[config.mk]
export PLATFORM = sky130hd
export DESIGN_NAME = adc_scan_sequencer
export DESIGN_NICKNAME = d
export VERILOG_FILES = /design/src/rtl/adc_seq_pkg.sv /design/src/rtl/adc_seq_ticker.sv /design/src/rtl/adc_seq_spi_rx.sv /design/src/rtl/adc_seq_out_stage.sv /design/src/rtl/adc_scan_sequencer.sv
export SDC_FILE = /design/constraint.sdc
export NUM_CORES = 1
export LEC_CHECK = 0
export BUFFER_PORTS_ARGS = -buffer_cell sky130_fd_sc_hd__buf_2
export CAP_MARGIN = 30
export CORE_ASPECT_RATIO = 0.75
export CORE_MARGIN = 8
export CORE_UTILIZATION = 32
export DETAILED_ROUTE_END_ITERATION = 6
export HOLD_SLACK_MARGIN = 0.1
export PLACE_DENSITY_LB_ADDON = 0.25
export SLEW_MARGIN = 20
export SYNTH_ARGS = -nofsm -noshare
export SYNTH_HDL_FRONTEND = slang
export SYNTH_HIERARCHICAL = 1
export SYNTH_SLANG_ARGS = --single-unit
[constraint.sdc]
create_clock -name clk -period 2.77 [get_ports clk]
set_clock_uncertainty 0.2 [all_clocks]
set_input_delay 0.1385 -clock clk [delete_from_list [all_inputs] [get_ports clk]]
set_output_delay 0.1385 -clock clk [all_outputs]
set_load 0.01 [all_outputs]
[src/rtl/adc_seq_pkg.sv]
package adc_seq_pkg;

    localparam int SAMPLE_W = 18;
    localparam int ID_W     = 3;
    localparam int SPAN_W   = 3;
    localparam int WORD_W   = SAMPLE_W + ID_W + SPAN_W;

    // Field layout of one result word, most significant field first
    typedef struct packed {
        logic [SAMPLE_W-1:0] sample;
        logic [ID_W-1:0]     chan;
        logic [SPAN_W-1:0]   span;
    } adc_word_t;

    typedef enum logic [2:0] {
        SQ_IDLE,
        SQ_CNV,
        SQ_CONVERT,
        SQ_CS_SETUP,
        SQ_READ
    } seq_state_t;

endpackage

[src/rtl/adc_seq_ticker.sv]
module adc_seq_ticker #(
    parameter int PERIOD_CYC = 2500
) (
    input  logic clk,
    input  logic rst_n,
    output logic tick
);

    localparam int CNT_W = (PERIOD_CYC > 1) ? $clog2(PERIOD_CYC) : 1;
    localparam logic [CNT_W-1:0] LAST = CNT_W'(PERIOD_CYC - 1);

    logic [CNT_W-1:0] cnt_q;

    always_ff @(posedge clk) begin
        if (!rst_n) begin
            cnt_q <= '0;
        end else if (cnt_q == LAST) begin
            cnt_q <= '0;
        end else begin
            cnt_q <= cnt_q + 1'b1;
        end
    end

    assign tick = (cnt_q == '0);

endmodule

[src/rtl/adc_seq_spi_rx.sv]
module adc_seq_spi_rx #(
    parameter int SCLK_HALF_CYC  = 4,
    parameter int CHAR_W         = 8,
    parameter int CHARS_PER_WORD = 3,
    parameter int N_WORDS        = 4
) (
    input  logic                               clk,
    input  logic                               rst_n,
    input  logic                               start,
    input  logic                               miso_i,
    output logic                               sclk_o,
    output logic                               word_stb,
    output logic [CHAR_W*CHARS_PER_WORD-1:0]   word_o,
    output logic [$clog2(N_WORDS)-1:0]         idx_o,
    output logic                               done
);

    localparam int ACC_W = (CHARS_PER_WORD - 1) * CHAR_W;
    localparam int DIV_W = (SCLK_HALF_CYC > 1) ? $clog2(SCLK_HALF_CYC) : 1;
    localparam int BIT_W = $clog2(CHAR_W);
    localparam int CH_W  = (CHARS_PER_WORD > 1) ? $clog2(CHARS_PER_WORD) : 1;
    localparam int WD_W  = $clog2(N_WORDS + 1);
    localparam int IDX_W = $clog2(N_WORDS);

    logic              busy_q;
    logic              sclk_q;
    logic [DIV_W-1:0]  div_q;
    logic [BIT_W-1:0]  bit_q;
    logic [CH_W-1:0]   chr_q;
    logic [WD_W-1:0]   words_q;
    logic [CHAR_W-1:0] char_sr_q;
    logic [ACC_W-1:0]  acc_q;
    logic [CHAR_W-1:0] char_next;
    logic              div_hit;
    logic              rise_now;
    logic              fall_now;

    always_comb begin
        char_next = {char_sr_q[CHAR_W-2:0], miso_i};
        div_hit   = (div_q == DIV_W'(SCLK_HALF_CYC - 1));
        rise_now  = busy_q && div_hit && !sclk_q;
        fall_now  = busy_q && div_hit && sclk_q;
    end

    // Half-period divider and edge generation
    always_ff @(posedge clk) begin
        if (!rst_n) begin
            busy_q <= 1'b0;
            sclk_q <= 1'b0;
            div_q  <= '0;
            done   <= 1'b0;
        end else begin
            done <= 1'b0;
            if (start) begin
                busy_q <= 1'b1;
                sclk_q <= 1'b0;
                div_q  <= '0;
            end else if (busy_q) begin
                div_q <= div_hit ? '0 : div_q + 1'b1;
                if (rise_now) begin
                    sclk_q <= 1'b1;
                end else if (fall_now) begin
                    sclk_q <= 1'b0;
                    if (words_q == WD_W'(N_WORDS)) begin
                        busy_q <= 1'b0;
                        done   <= 1'b1;
                    end
                end
            end
        end
    end

    // Character gathering and word assembly on rising SCLK
    always_ff @(posedge clk) begin
        if (!rst_n) begin
            bit_q     <= '0;
            chr_q     <= '0;
            words_q   <= '0;
            char_sr_q <= '0;
            acc_q     <= '0;
            word_stb  <= 1'b0;
            word_o    <= '0;
            idx_o     <= '0;
        end else begin
            word_stb <= 1'b0;
            if (start) begin
                bit_q   <= '0;
                chr_q   <= '0;
                words_q <= '0;
            end else if (rise_now) begin
                if (bit_q == BIT_W'(CHAR_W - 1)) begin
                    bit_q <= '0;
                    if (chr_q == CH_W'(CHARS_PER_WORD - 1)) begin
                        chr_q    <= '0;
                        word_o   <= {acc_q, char_next};
                        idx_o    <= words_q[IDX_W-1:0];
                        word_stb <= 1'b1;
                        words_q  <= words_q + 1'b1;
                    end else begin
                        chr_q <= chr_q + 1'b1;
                        acc_q <= ACC_W'({acc_q, char_next});
                    end
                end else begin
                    bit_q     <= bit_q + 1'b1;
                    char_sr_q <= char_next;
                end
            end
        end
    end

    assign sclk_o = sclk_q;

endmodule

[src/rtl/adc_seq_out_stage.sv]
module adc_seq_out_stage import adc_seq_pkg::*; #(
    parameter int N_CHAN = 4
) (
    input  logic                      clk,
    input  logic                      rst_n,
    input  logic                      word_stb,
    input  logic [WORD_W-1:0]         word_i,
    input  logic [$clog2(N_CHAN)-1:0] idx_i,
    input  logic                      m_ready,
    output logic                      m_valid,
    output logic [SAMPLE_W-1:0]       m_sample,
    output logic [ID_W-1:0]           m_chan,
    output logic [SPAN_W-1:0]         m_span,
    output logic                      m_id_err,
    output logic                      err_sticky_o,
    output logic                      overrun_o
);

    adc_word_t fields;
    logic      mismatch;
    logic      stalled;

    always_comb begin
        fields   = adc_word_t'(word_i);
        mismatch = (fields.chan != ID_W'(idx_i));
        stalled  = m_valid && !m_ready;
    end

    always_ff @(posedge clk) begin
        if (!rst_n) begin
            m_valid      <= 1'b0;
            m_sample     <= '0;
            m_chan       <= '0;
            m_span       <= '0;
            m_id_err     <= 1'b0;
            err_sticky_o <= 1'b0;
            overrun_o    <= 1'b0;
        end else begin
            if (word_stb && mismatch) begin
                err_sticky_o <= 1'b1;
            end
            if (word_stb && stalled) begin
                overrun_o <= 1'b1;
            end else if (word_stb) begin
                m_valid  <= 1'b1;
                m_sample <= fields.sample;
                m_chan   <= fields.chan;
                m_span   <= fields.span;
                m_id_err <= mismatch;
            end else if (m_ready) begin
                m_valid <= 1'b0;
            end
        end
    end

endmodule

[src/rtl/adc_scan_sequencer.sv]
module adc_scan_sequencer import adc_seq_pkg::*; #(
    parameter int PERIOD_CYC     = 2500,
    parameter int CNV_HIGH_CYC   = 4,
    parameter int CONV_WAIT_CYC  = 60,
    parameter int CS_LEAD_CYC    = 2,
    parameter int SCLK_HALF_CYC  = 4,
    parameter int N_CHAN         = 4,
    parameter int CHAR_W         = 8,
    parameter int CHARS_PER_WORD = 3
) (
    input  logic                clk,
    input  logic                rst_n,
    output logic                cnv_o,
    output logic                cs_n_o,
    output logic                sclk_o,
    input  logic                miso_i,
    output logic                m_valid,
    input  logic                m_ready,
    output logic [SAMPLE_W-1:0] m_sample,
    output logic [ID_W-1:0]     m_chan,
    output logic [SPAN_W-1:0]   m_span,
    output logic                m_id_err,
    output logic                err_sticky_o,
    output logic                overrun_o
);

    localparam int PH_A   = (CNV_HIGH_CYC > CONV_WAIT_CYC) ? CNV_HIGH_CYC : CONV_WAIT_CYC;
    localparam int PH_MAX = (PH_A > CS_LEAD_CYC) ? PH_A : CS_LEAD_CYC;
    localparam int PH_W   = $clog2(PH_MAX + 1);
    localparam int IDX_W  = $clog2(N_CHAN);

    seq_state_t             state_q;
    seq_state_t             state_d;
    logic [PH_W-1:0]        phase_q;
    logic                   period_tick;
    logic                   spi_start;
    logic                   spi_done;
    logic                   word_stb;
    logic [WORD_W-1:0]      word_bits;
    logic [IDX_W-1:0]       word_idx;

    adc_seq_ticker #(
        .PERIOD_CYC(PERIOD_CYC)
    ) u_ticker (
        .clk  (clk),
        .rst_n(rst_n),
        .tick (period_tick)
    );

    // Next-state decision
    always_comb begin
        state_d = state_q;
        unique case (state_q)
            SQ_IDLE:     if (period_tick)                         state_d = SQ_CNV;
            SQ_CNV:      if (phase_q == PH_W'(CNV_HIGH_CYC - 1))  state_d = SQ_CONVERT;
            SQ_CONVERT:  if (phase_q == PH_W'(CONV_WAIT_CYC - 1)) state_d = SQ_CS_SETUP;
            SQ_CS_SETUP: if (phase_q == PH_W'(CS_LEAD_CYC - 1))   state_d = SQ_READ;
            SQ_READ:     if (spi_done)                            state_d = SQ_IDLE;
            default:                                              state_d = SQ_IDLE;
        endcase
    end

    // State register with the in-state phase counter
    always_ff @(posedge clk) begin
        if (!rst_n) begin
            state_q <= SQ_IDLE;
            phase_q <= '0;
        end else begin
            state_q <= state_d;
            phase_q <= (state_d != state_q) ? '0 : phase_q + 1'b1;
        end
    end

    // Moore outputs decoded from the state register
    always_comb begin
        cnv_o     = (state_q == SQ_CNV);
        cs_n_o    = !((state_q == SQ_CS_SETUP) || (state_q == SQ_READ));
        spi_start = (state_q == SQ_CS_SETUP) && (state_d == SQ_READ);
    end

    adc_seq_spi_rx #(
        .SCLK_HALF_CYC (SCLK_HALF_CYC),
        .CHAR_W        (CHAR_W),
        .CHARS_PER_WORD(CHARS_PER_WORD),
        .N_WORDS       (N_CHAN)
    ) u_spi (
        .clk     (clk),
        .rst_n   (rst_n),
        .start   (spi_start),
        .miso_i  (miso_i),
        .sclk_o  (sclk_o),
        .word_stb(word_stb),
        .word_o  (word_bits),
        .idx_o   (word_idx),
        .done    (spi_done)
    );

    adc_seq_out_stage #(
        .N_CHAN(N_CHAN)
    ) u_out (
        .clk         (clk),
        .rst_n       (rst_n),
        .word_stb    (word_stb),
        .word_i      (word_bits),
        .idx_i       (word_idx),
        .m_ready     (m_ready),
        .m_valid     (m_valid),
        .m_sample    (m_sample),
        .m_chan      (m_chan),
        .m_span      (m_span),
        .m_id_err    (m_id_err),
        .err_sticky_o(err_sticky_o),
        .overrun_o   (overrun_o)
    );

endmodule

[Yosys cells after proc, flatten, opt, wreduce, memory -nomap -nowiden]
Cells that the tools add are included.
Storage, ports and cells
  input port bits: 4
  flip-flop bits (word level): 112
  logic and storage cells: 99
Operators by class
  multiplexer cells: 20
  reductions and logical operators: 28
  add/sub/neg operators: 6
  bitwise logic cells: 8
  eq/ne operators: 15
Operator list (count)
  $mux W3: 6
  $pmux W3 S5: 1
  $add A12 B1 Y12 const B: 1
  $eq A12 B12 Y1 const B: 1
  $eq A3 B3 Y1 const B: 4
  $logic_not A12 Y1: 1
  $mux W1: 11
  $not A1 Y1: 8
  $reduce_and A2 Y1: 4
  $reduce_and A4 Y1: 2
  $logic_and A1 B1 Y1: 7
  $add A3 B1 Y3 const B: 2
  $add A6 B1 Y6 const B: 1
  $eq A3 B2 Y1 const B: 2
  $eq A6 B1 Y1 const B: 1
  $eq A6 B2 Y1 const B: 1
  $eq A6 B6 Y1 const B: 1
  $reduce_and A3 Y1: 2
  $reduce_or A2 Y1: 3
  $reduce_or A5 Y1: 1
  $add A2 B1 Y2 const B: 2
  $eq A2 B2 Y1 const B: 2
  $mux W2: 2
  $reduce_bool A2 Y1: 2
  7 further kinds: 9

[Depth between registers and ports, before layout]
  depth in word-level cells: 7
  depth in mapped cells: 8
  mapped depth without buffers: 8

[Hierarchy]
Netlist, hierarchy kept.
By module, submodules not included
  adc_seq_spi_rx: area an instance 2411.1 um^2, times used 1, cells each 232
  adc_seq_out_stage: area an instance 1093.5 um^2, times used 1, cells each 127
  adc_seq_ticker: area an instance 568.0 um^2, times used 1, cells each 65
  adc_scan_sequencer: area an instance 496.7 um^2, times used 1, cells each 56

[Worst setup path after synthesis]
OpenSTA, ideal clock, no wires.
  path type: reg2reg
  from: register phase_q[2]
  to: register u_spi.bit_q[1]
  clock period less this slack: 2.392 ns
  arrival: 2.064 ns
  slack: 0.378 ns
  stages on the path, launching flop included: 7
  path through: dfxtp_1 nor4_1 nand2_1 nor3_1 nand2b_1 clkbuf_1 nor2_1
On the way
  longest elaborated chain between the ends: 6
Ends and longest elaborated chain
  start: declaration: RTL line adc_scan_sequencer.sv:34  | logic [PH_W-1:0] phase_q;
  start signal: assignment: RTL line adc_scan_sequencer.sv:70  | phase_q <= (state_d != state_q) ? '0 : phase_q + 1'b1;
  $eq A6 B1 Y1 (tied with other cells): RTL line adc_scan_sequencer.sv:57  | SQ_CS_SETUP: if (phase_q == PH_W'(CS_LEAD_CYC - 1)) state_d = SQ_READ;
  $mux W3, on equally long branches: RTL line adc_scan_sequencer.sv:57, adc_scan_sequencer.sv:55, adc_scan_sequencer.sv:56
  $pmux W3 S5 *: RTL line adc_scan_sequencer.sv:53  | unique case (state_q)
  $eq A3 B3 Y1 *: RTL line adc_scan_sequencer.sv:78  | spi_start = (state_q == SQ_CS_SETUP) && (state_d == SQ_READ);
  $logic_and A1 B1 Y1 *: RTL line adc_scan_sequencer.sv:78
  net spi_start: RTL line adc_scan_sequencer.sv:36  | logic spi_start;
  $reduce_or A2 Y1 (no source line) *
  end signal: assignment: RTL line adc_seq_spi_rx.sv:104  | bit_q <= bit_q + 1'b1;
  end: declaration: RTL line adc_seq_spi_rx.sv:28  | logic [BIT_W-1:0] bit_q;
Mark *: on every way through the listed nets, which the timed path passes. The rest lies on a longest branch.
A chain may end at the register's enable or synchronous reset.

[Worst setup path in the final report]
  from: register phase_q[2]
  to: register u_spi.char_sr_q[4]
On the way
  longest elaborated chain between the ends: 7
Ends and longest elaborated chain
  $eq A6 B1 Y1 (tied with other cells): RTL line adc_scan_sequencer.sv:57
  $mux W3, on equally long branches: RTL line adc_scan_sequencer.sv:57, adc_scan_sequencer.sv:55, adc_scan_sequencer.sv:56
  $pmux W3 S5 *: RTL line adc_scan_sequencer.sv:53
  $eq A3 B3 Y1 *: RTL line adc_scan_sequencer.sv:78
  $logic_and A1 B1 Y1 *: RTL line adc_scan_sequencer.sv:78
  net spi_start: RTL line adc_scan_sequencer.sv:36
  $not A1 Y1 (no source line) *
  $reduce_and A3 Y1 (no source line) *
  end signal: assignment: RTL line adc_seq_spi_rx.sv:105  | char_sr_q <= char_next;
  end: declaration: RTL line adc_seq_spi_rx.sv:31  | logic [CHAR_W-1:0] char_sr_q;
Marked as above.

==> metrics.cfg <==
[worst_setup_path]
ff2ff_setup_slack_ps = 500
worstSetupStartpointType = register
critPathKind = register to register
cp_data_required_time_ps = 2840
cp_max_fo = 8
arrival_ps = 2340
critPathCaptureType = register

[yosys]
yosysSeqAreaShare_pct = 49.1
synth_top_area_share_pct = 49.1
syn_avg_cell_area_um2 = 9.52
syn-num-nets = 493
postSynthCellCount = 480
synth-main-ff-cell = dfxtp_1
synth_area_leaders = dfxtp_1 49%, mux2i_1 11%, nand2_1 5.6%, a21oi_1 4.2%, nand3_1 3.7%
synth_cell_types = 45
synth_warnings = 6
ys_seq_elements = 112
synth_edf_count = 0
syn_area_um2 = 4570
async_reset_ff_share_pct = 0
yosysTopAreaCell = dfxtp_1

[layout]
fillCellCount = 1379
final_common_cell = dfxtp_1
n_antenna_cell = 0
final_cell_mix = 112 x dfxtp_1, 68 x nand2_1, 52 x mux2i_1, 38 x a21oi_1
fin_cells = 686
fin_nets = 519
stdcell_area_um2 = 5120
drive_above_1_share_pct = 14.5
syn_to_final_growth_pct = 12.2

[power_and_ir_drop]
power.leakage_uw = 0.00196
peakVddDrop_mv = 0.319
p_per_area_nw_per_um2 = 579

[floorplanning]
core_um2 = 13800
die_h_um = 119
start_util_pct = 33.0
dieArea_um2 = 18400
io_pins = 35
die_w_um = 154
num_rows = 37

[cts]
clk_path_buf_depth = 2
numCtsBuffers = 9
h-tree-depth = 3
clk_latency_ps = 340
postCtsSetupRepairBufs = 0
path_clk_slew_ps = 70
cts_root_buffer = clkbuf_16
clock-sinks = 112
cts_tree = built
cts_resized = 0
cts_hold_buffers = 2

[run_status]
outcome = finished, final reports clean

[sta]
setup_tns_ps = 0
max_freq_ghz = 0.441
finalHoldViolCount = 0
worst_pin_slew_ps = 540
finalCriticalPeriod_ps = 2270
rsz0062_at_grt = no
drv_slew = 0
final-setup-viol-count = 0
min_period_over_period_pct = 81.9
maxSlewHeadroom_pct = 64.0

[routing]
via_per_inst = 4.72
drtPass1Iterations = 4
routedWlPerCell_um = 13.5
drtIter0Drc = 156
drc = 0
wl_um = 9240
num_vias = 3239
ant_nets = 0

[placement]
place_inst = 668
place_congestion = 0.768
portBuffers = 34
hpwl_um = 6680
place_area_um2 = 4820

[grt]
grt.total_usage_pct = 10.6
grt_overflow_total = 0
grt_pass1_wl_um = 16100
first_global_vias = 3204
grt_start_max_net_pins = 28
antenna_found_initial = 0

[run]
cap_violations = 0

[min_path]
min_path_type = register to register

Yosys cell counts, types with 2 or more instances:
cell type  instances
nand3_1           34
o21ai_1            9
o31ai_1            3
nand4_1            2
a21oi_1           38
nor3_1            11
dfxtp_1          112
nand2_1           68
mux2i_1           52
xor2_1             7
ha_1               9
nor3b_1            4
inv_1             10
buf_6              8
nand2b_1           4
clkbuf_1           9
buf_4              8
nor2_1            28
inv_2              2
buf_2              5
nor4_1             3
or3_1              5
o21ai_0           19
xnor2_1            9
worst max-delay path, cell delays in order, from the launching register on:
cell and delay (ps):
dfxtp_1 360, nor4_1 460, nand2_1 160, nor3_1 200
buf_4 200, or3_1 370, mux2i_1 240
per-layer routing:
layer | GRT usage [%] | part of all wire [%]
met3 | 2.49 | 3.1
met1 | 14.4 | 54
met2 | 16.0 | 42
met4 | 3.85 | 1.4
met5 | 0 | 0
final cells by class:
class                           instances  area [µm²]  area share, %
Sequential cell                       112        2240           43.7
Multi-Input combinational cell        325        2070           40.4
Timing Repair Buffer                   45         258           5.03
Clock buffer                            9         225           4.39
Tap cell                              175         219           4.27
Clock inverter                          7        62.6           1.22
Inverter                               13        48.8          0.952
logic make-up (layout without fill, tap and decap cells):
logic type                 count (synthesis)  in the layout  share of synthesized area (%)
and+or+nand+nor                          173            173                           18.9
DFF                                      112            112                           49.1
AOI/OAI and AO/OA                         75             75                           9.47
muxes                                     52             52                           11.4
buffers and inverters                     43             74                           5.64
xor gates and xnor gates                  16             16                           3.07
adders and majority gates                  9              9                           2.46
power breakdown:
group / internal (µW) / switching, µW
Clock: 631 / 617
Sequential: 1620 / 15.6
Combinational: 30.8 / 54.8
state kept, by name (all words and copies together) (netlist names), 3 cells and up:
register and cells:
state_q 3, u_spi/char_sr_q 7, u_out/m_sample 18, u_out/m_chan 3, u_out/m_span 3, u_spi/word_o 24, phase_q 6, u_spi/acc_q 16
u_spi/bit_q 3, u_spi/words_q 3, u_ticker/cnt_q 12
worst paths after layout:
check / to / depth (start not counted) / from
setup / recovery: u_spi/char_sr_q[4] / 6 / phase_q[2]
hold / removal: u_spi/word_o[17] / 2 / u_spi/word_o[17]
setup reg to reg: u_spi/char_sr_q[4] / 6 / phase_q[2]
hold reg to reg: u_spi/word_o[17] / 2 / u_spi/word_o[17]
per-stage QoR:
stage                     total power, µW  utilization [%]  hold slack [ps]  setup WS [ps]
after floorplan                      1740                -             60.2            378
after global placement               1750             34.8              249            585
after detailed placement             1760             34.8              252            503
after CTS                            3010             37.0              269            479
after global routing                 3090             37.0              288            329
final                                2970             37.0              264            502
(Power assumes the default switching activity.)
